$ cat src/rtl/fpExcPkg.sv
package fpExcPkg;
  localparam int REG_W     = 32;
  localparam int NUM_EXC   = 6;          // E,V,Z,O,U,I
  localparam int NUM_MASK  = NUM_EXC - 1; // V..I only
  localparam int RM_W      = 2;
  localparam int RM_LSB    = 0;
  localparam int FLAG_LSB  = RM_LSB + RM_W;        // 2
  localparam int EN_LSB    = FLAG_LSB + NUM_MASK;  // 7
  localparam int CAUSE_LSB = EN_LSB + NUM_MASK;    // 12
  localparam int USED_W    = CAUSE_LSB + NUM_EXC;  // 18
  localparam int ERR_IDX   = NUM_EXC - 1;          // E is top bit of cause

  typedef struct packed {
    logic loadAll;   // processor write
    logic clrCause;  // operation start
    logic setEvt;    // exception event
  } fpStrobeT;
endpackage

$ cat src/rtl/fpExcControl.sv
module fpExcControl
  import fpExcPkg::*;
(
  input  logic                clk,
  input  logic                rstN,
  input  logic                regWrEn,
  input  logic                opStart,
  input  logic                excValid,
  input  logic [NUM_EXC-1:0]  excVec,
  input  logic [NUM_EXC-1:0]  causeQ,
  input  logic [NUM_MASK-1:0] enableQ,
  output fpStrobeT            strobes,
  output logic                trapReq
);
  logic [NUM_MASK-1:0] hitVec;

  always_comb begin
    strobes.loadAll  = regWrEn;
    strobes.clrCause = opStart;
    strobes.setEvt   = excValid;
  end

  genvar gi;
  generate
    for (gi = 0; gi < NUM_MASK; gi++) begin : gHit
      assign hitVec[gi] = causeQ[gi] & enableQ[gi];
    end
  endgenerate

  assign trapReq = causeQ[ERR_IDX] | (|hitVec);

  // E event always traps on the following cycle
  assert_err_traps_R8: assert property (@(posedge clk) disable iff (!rstN)
    (excValid && excVec[ERR_IDX]) |=> trapReq);

  // an enabled event that no write disturbs must trap
  assert_enabled_traps_R7: assert property (@(posedge clk) disable iff (!rstN)
    (excValid && !regWrEn && ((excVec[NUM_MASK-1:0] & enableQ) != '0)) |=> trapReq);

  // no cause bits, no trap
  assert_quiet_no_trap_R7: assert property (@(posedge clk) disable iff (!rstN)
    (causeQ == '0) |-> !trapReq);
endmodule

$ cat src/rtl/fpExcDatapath.sv
module fpExcDatapath
  import fpExcPkg::*;
(
  input  logic                clk,
  input  logic                rstN,
  input  fpStrobeT            strobes,
  input  logic [USED_W-1:0]   wrFields,
  input  logic [NUM_EXC-1:0]  excVec,
  output logic [NUM_EXC-1:0]  causeQ,
  output logic [NUM_MASK-1:0] enableQ,
  output logic [NUM_MASK-1:0] flagQ,
  output logic [RM_W-1:0]     rmQ
);
  logic [NUM_EXC-1:0]  causeD;
  logic [NUM_MASK-1:0] flagD;
  logic [NUM_MASK-1:0] enableD;
  logic [RM_W-1:0]     rmD;

  genvar gi;
  generate
    for (gi = 0; gi < NUM_EXC; gi++) begin : gCause
      logic baseBit;
      always_comb begin
        if (strobes.clrCause)     baseBit = 1'b0;
        else if (strobes.loadAll) baseBit = wrFields[CAUSE_LSB+gi];
        else                      baseBit = causeQ[gi];
        causeD[gi] = baseBit | (strobes.setEvt & excVec[gi]);
      end
    end
    for (gi = 0; gi < NUM_MASK; gi++) begin : gFlag
      logic baseBit;
      always_comb begin
        baseBit    = strobes.loadAll ? wrFields[FLAG_LSB+gi] : flagQ[gi];
        flagD[gi]  = baseBit | (strobes.setEvt & excVec[gi]);
      end
    end
  endgenerate

  always_comb begin
    enableD = strobes.loadAll ? wrFields[EN_LSB +: NUM_MASK] : enableQ;
    rmD     = strobes.loadAll ? wrFields[RM_LSB +: RM_W]     : rmQ;
  end

  always_ff @(posedge clk) begin
    if (!rstN) begin
      causeQ  <= '0;
      flagQ   <= '0;
      enableQ <= '0;
      rmQ     <= '0;
    end else begin
      causeQ  <= causeD;
      flagQ   <= flagD;
      enableQ <= enableD;
      rmQ     <= rmD;
    end
  end

  // flags never drop without a write
  assert_flags_sticky_R6: assert property (@(posedge clk) disable iff (!rstN)
    !strobes.loadAll |=> ((flagQ & $past(flagQ)) == $past(flagQ)));

  // an event raises its cause and flag bits, even against a write
  assert_event_sets_R5: assert property (@(posedge clk) disable iff (!rstN)
    strobes.setEvt |=> (((causeQ & $past(excVec)) == $past(excVec)) &&
                        ((flagQ & $past(excVec[NUM_MASK-1:0])) == $past(excVec[NUM_MASK-1:0]))));

  // operation start without event leaves no cause
  assert_cause_clear_R4: assert property (@(posedge clk) disable iff (!rstN)
    (strobes.clrCause && !strobes.setEvt) |=> (causeQ == '0));

  // enables and rounding mode only move on a write
  assert_cfg_hold_R3: assert property (@(posedge clk) disable iff (!rstN)
    !strobes.loadAll |=> ($stable(enableQ) && $stable(rmQ)));
endmodule

$ cat src/rtl/fpExcStatusReg.sv
module fpExcStatusReg
  import fpExcPkg::*;
(
  input  logic                clk,
  input  logic                rstN,
  input  logic                regWrEn,
  input  logic [REG_W-1:0]    regWrData,
  output logic [REG_W-1:0]    regRdData,
  input  logic                opStart,
  input  logic                excValid,
  input  logic [NUM_EXC-1:0]  excVec,
  output logic [RM_W-1:0]     roundMode,
  output logic                trapReq
);
  fpStrobeT            strobes;
  logic [NUM_EXC-1:0]  causeQ;
  logic [NUM_MASK-1:0] enableQ;
  logic [NUM_MASK-1:0] flagQ;
  logic [RM_W-1:0]     rmQ;
  logic                unusedWrHi;

  assign unusedWrHi = ^regWrData[REG_W-1:USED_W];

  fpExcControl uCtrl (
    .clk(clk), .rstN(rstN), .regWrEn(regWrEn), .opStart(opStart),
    .excValid(excValid), .excVec(excVec), .causeQ(causeQ),
    .enableQ(enableQ), .strobes(strobes), .trapReq(trapReq)
  );

  fpExcDatapath uData (
    .clk(clk), .rstN(rstN), .strobes(strobes),
    .wrFields(regWrData[USED_W-1:0]), .excVec(excVec),
    .causeQ(causeQ), .enableQ(enableQ), .flagQ(flagQ), .rmQ(rmQ)
  );

  assign regRdData = {{(REG_W-USED_W){1'b0}}, causeQ, enableQ, flagQ, rmQ};
  assign roundMode = rmQ;

  // reserved bits never leak
  assert_reserved_zero_R2: assert property (@(posedge clk) disable iff (!rstN)
    regRdData[REG_W-1:USED_W] == '0);

  // a lone write is read back on its low field
  assert_write_rm_R11: assert property (@(posedge clk) disable iff (!rstN)
    regWrEn |=> (roundMode == $past(regWrData[RM_W-1:0])));
endmodule

$ cat config.mk
export PLATFORM = sky130hd
export DESIGN_NAME = fpExcStatusReg
export DESIGN_NICKNAME = d
export VERILOG_FILES = /design/src/rtl/fpExcPkg.sv /design/src/rtl/fpExcControl.sv /design/src/rtl/fpExcDatapath.sv /design/src/rtl/fpExcStatusReg.sv
export SDC_FILE = /design/constraint.sdc
export NUM_CORES = 1
export LEC_CHECK = 0
export BUFFER_PORTS_ARGS = -buffer_cell sky130_fd_sc_hd__buf_2
export CORE_MARGIN = 2
export CORE_UTILIZATION = 37
export DETAILED_ROUTE_END_ITERATION = 12
export HOLD_SLACK_MARGIN = 0.1
export PLACE_DENSITY = 0.78
export SLEW_MARGIN = 10
export SYNTH_ARGS = -nofsm -noshare
export SYNTH_HDL_FRONTEND = slang
export SYNTH_HIERARCHICAL = 1
export SYNTH_SLANG_ARGS = --single-unit
$ cat constraint.sdc
create_clock -name clk -period 1.2 [get_ports clk]
set_clock_uncertainty 0.15 [all_clocks]
set_input_delay 0.06 -clock clk [delete_from_list [all_inputs] [get_ports clk]]
set_output_delay 0.06 -clock clk [all_outputs]
set_load 0.01 [all_outputs]
==> impl_metrics.py <==
metrics = {
    "clock_network": {
        "clk_pin_slew_ns": 0.09,
        "cts.path.max_buffers": 2,
        "cts.htree.levels": 1,
        "cts_sinks": 18,
        "cts_root_buf": "clkbuf_4",
        "tritoncts": "yes",
        "clock_latency_ns": 0.27,
        "cts_buffers": 3,
    },
    "floorplanning": {
        "die_h_microns": 54.0,
        "start_util_pct": 38.0,
        "coreArea_sq_mm": 0.00243,
        "io_pins": 78,
        "die-area_sq_mm": 0.00291,
        "rows": 18,
        "die_x_microns": 54.0,
    },
    "worst_setup_path": {
        "worstPathRequired_ns": 0.99,
        "r2r_slack_ns": 0.30,
        "r2r-end": "uData/causeQ[2]",
        "path_buf_inv": 1,
        "path_delay_family": "flip-flops",
        "max_stage_delay_ns": 0.34,
        "rr_worst_depth": 3,
        "crit_end": "trapReq",
        "crit_type": "reg -> out",
        "cp_max_fo": 3,
        "path_depth": 3,
        "crit_start": "uData/causeQ[0]",
        "slowest_stage": "dfxtp_2",
        "start_kind": "flop",
        "arrival_ns": 1.04,
        "r2r_start": "uData/causeQ[2]",
        "crit_path_end_kind": "output port",
        "worstPathCellList": "a22oi_2 -> nand3_1 -> buf_2",
    },
    "layout": {
        "drive_gt1_share_pct": 37.5,
        "syn_to_final_growth_pct": 54.4,
        "design_area_sq_mm": 0.00143,
        "fin_nets": 213,
        "n_antenna_cell": 0,
    },
    "grt": {
        "grt_max_degree": 14,
        "grt_pass1_wl_microns": 3440,
        "track_usage_pct": 16.1,
        "antenna_found_initial": 0,
        "grt-ovfl-total": 0,
        "grt_pass1_vias": 822,
    },
    "yosys": {
        "synthArstFlopShare_pct": 0,
        "ys_seq_elements": 18,
        "ys_seq_area_share_pct": 39.0,
        "synthCells": 95,
        "synth_area_sq_um": 925,
        "syn_avg_cell_area_sq_um": 9.73,
        "synthTopCellsByCount": "buf_4, dfxtp_1, mux2i_1",
        "synth_edf_count": 0,
        "yosys_warnings": 6,
        "synth_top_area_share_pct": 39.0,
        "yosysMostFrequentCell": "buf_4",
        "synth_area_leaders": "dfxtp_1, mux2i_1, buf_4",
        "ys.flop_type": "dfxtp_1",
        "synth.distinct_cells": 17,
        "synth_area_leader_cell": "dfxtp_1",
    },
    "route": {
        "vias": 863,
        "drc": 0,
        "drtIter0Drc": 5,
        "viasPerCell": 4.36,
        "dr.pass1.iters": 3,
        "antenna_left": 0,
        "wl_per_cell_microns": 11.7,
        "totalWireLength_microns": 2310,
    },
    "sta": {
        "fin_crit_ns": 1.25,
        "layout_setup_ws_ns": -0.0473,
        "rsz0062_at_grt": "yes",
        "setup_violations": 1,
        "hold_viol": 0,
        "drv_slew": 0,
        "finalCritPeriodShare_pct": 104,
        "timing.fmax_mhz": 802,
    },
    "placed_design": {
        "hpwl_microns": 1580,
        "routabilityCongestion": 0.676,
        "portBuffers": 49,
        "placed_cell_area_sq_mm": 0.00110,
    },
    "outcome": {
        "status": "finished with violations",
        "violations": "setup timing",
    },
    "power": {
        "p_leak_nw": 0.732,
        "ir_worst_vdd_mv": 0.536,
        "total_power_mw": 1.30,
        "powerDensity_mw_per_mm2": 908,
    },
    "flow_run": {
        "cap_violations": 0,
    },
    "worst_hold_path": {
        "hold_path_class": "in -> reg",
    },
}
[power by group]
group | internal (mW) | switching [mW] | total [mW]
sequential | 0.641 | 0.0313 | 0.672
clock | 0.116 | 0.161 | 0.277
combinational | 0.193 | 0.154 | 0.346
[cells by family after synthesis]
| kind of cell | synth area share, % |
|---|---|
| AOI/OAI and AO/OA | 9.47 |
| buffers and inverters | 20.4 |
| DFF | 39.0 |
| muxes | 19.5 |
| other | 0.406 |
| and+or+nand+nor | 11.2 |
[state kept, by name, summed over array words and instances, names as in the netlist]
| register | cells |
|---|---|
| uData/rmQ | 2 |
| uData/enableQ | 5 |
| uData/flagQ | 5 |
| uData/causeQ | 6 |
[metrics by stage]
| step | hold WS, ns | utilization [%] | std cells | worst slack (ns) | setup TNS [ns] |
|---|---|---|---|---|---|
| 3_5_place_dp | 0.158 | 45.3 | 166 | 0.227 | 0 |
| 4_1_cts | 0.106 | 58.4 | 198 | -0.0429 | -0.0429 |
| 2_1_floorplan | 0.0449 | - | 108 | 0.270 | 0 |
| 6_report | 0.115 | 58.7 | 198 | -0.0473 | -0.0473 |
| 3_3_place_gp | 0.143 | 45.3 | 166 | 0.234 | 0 |
| 5_1_grt | 0.117 | 58.7 | 198 | -0.0916 | -0.0916 |
[worst min path at each step]
stage / from / end / slack, ns / cells after the start
after floorplan: excVec[2] / uData/flagQ[2] / 0.04 / 2
after global placement: excVec[5] / uData/causeQ[5] / 0.14 / 3
after detailed placement: excVec[5] / uData/causeQ[5] / 0.16 / 3
after CTS: regWrEn / uData/enableQ[3] / 0.11 / 4
after global routing: regWrEn / uData/enableQ[0] / 0.12 / 4
final: regWrEn / uData/enableQ[2] / 0.12 / 4
[worst register-to-register path, cell delays in order (launching register included)]
cell and delay [ns]:
dfxtp_2 0.33, buf_4 0.13, mux2i_1 0.12, o21ai_1 0.07
[cells in the final DEF, fill, tap and decap left out, types with 2 or more instances in the layout]
master and count:
a21boi_1 4, a22oi_2 2, buf_2 49, buf_4 4
clkbuf_4 3, conb_1 14, dfxtp_1 15, dfxtp_2 3
dlygate4sd3_1 27, mux2i_1 18, nand2_1 5, nand3_1 7
nor2b_1 7, o21ai_1 6
[metal layers]
metal | share of wire (%) | vias to the layer above | global-route usage [%]
li1 | - | 435 | -
met4 | 0.74 | 0 | 6.25
met3 | 7.2 | 2 | 2.22
met2 | 53 | 33 | 32.7
met1 | 39 | 393 | 16.0
met5 | 0 | - | 0
[layout make-up]
class                           count  area (sq um)
Sequential cell                    18           364
Multi-Input combinational cell     66           438
Timing Repair Buffer               81           566
Fill cell                         236          1000
Clock buffer                        3          22.5
Tap cell                           30          37.5
[what timing repair did]
action                                  CTS  global route
hold buffers                             27             0
setup buffers                             2             0
endpoints found under the setup margin    1             1
pin swaps                                 1             2
resized for setup                         4             2
hold endpoints to repair                 18             0
(Power assumes the default switching activity.)
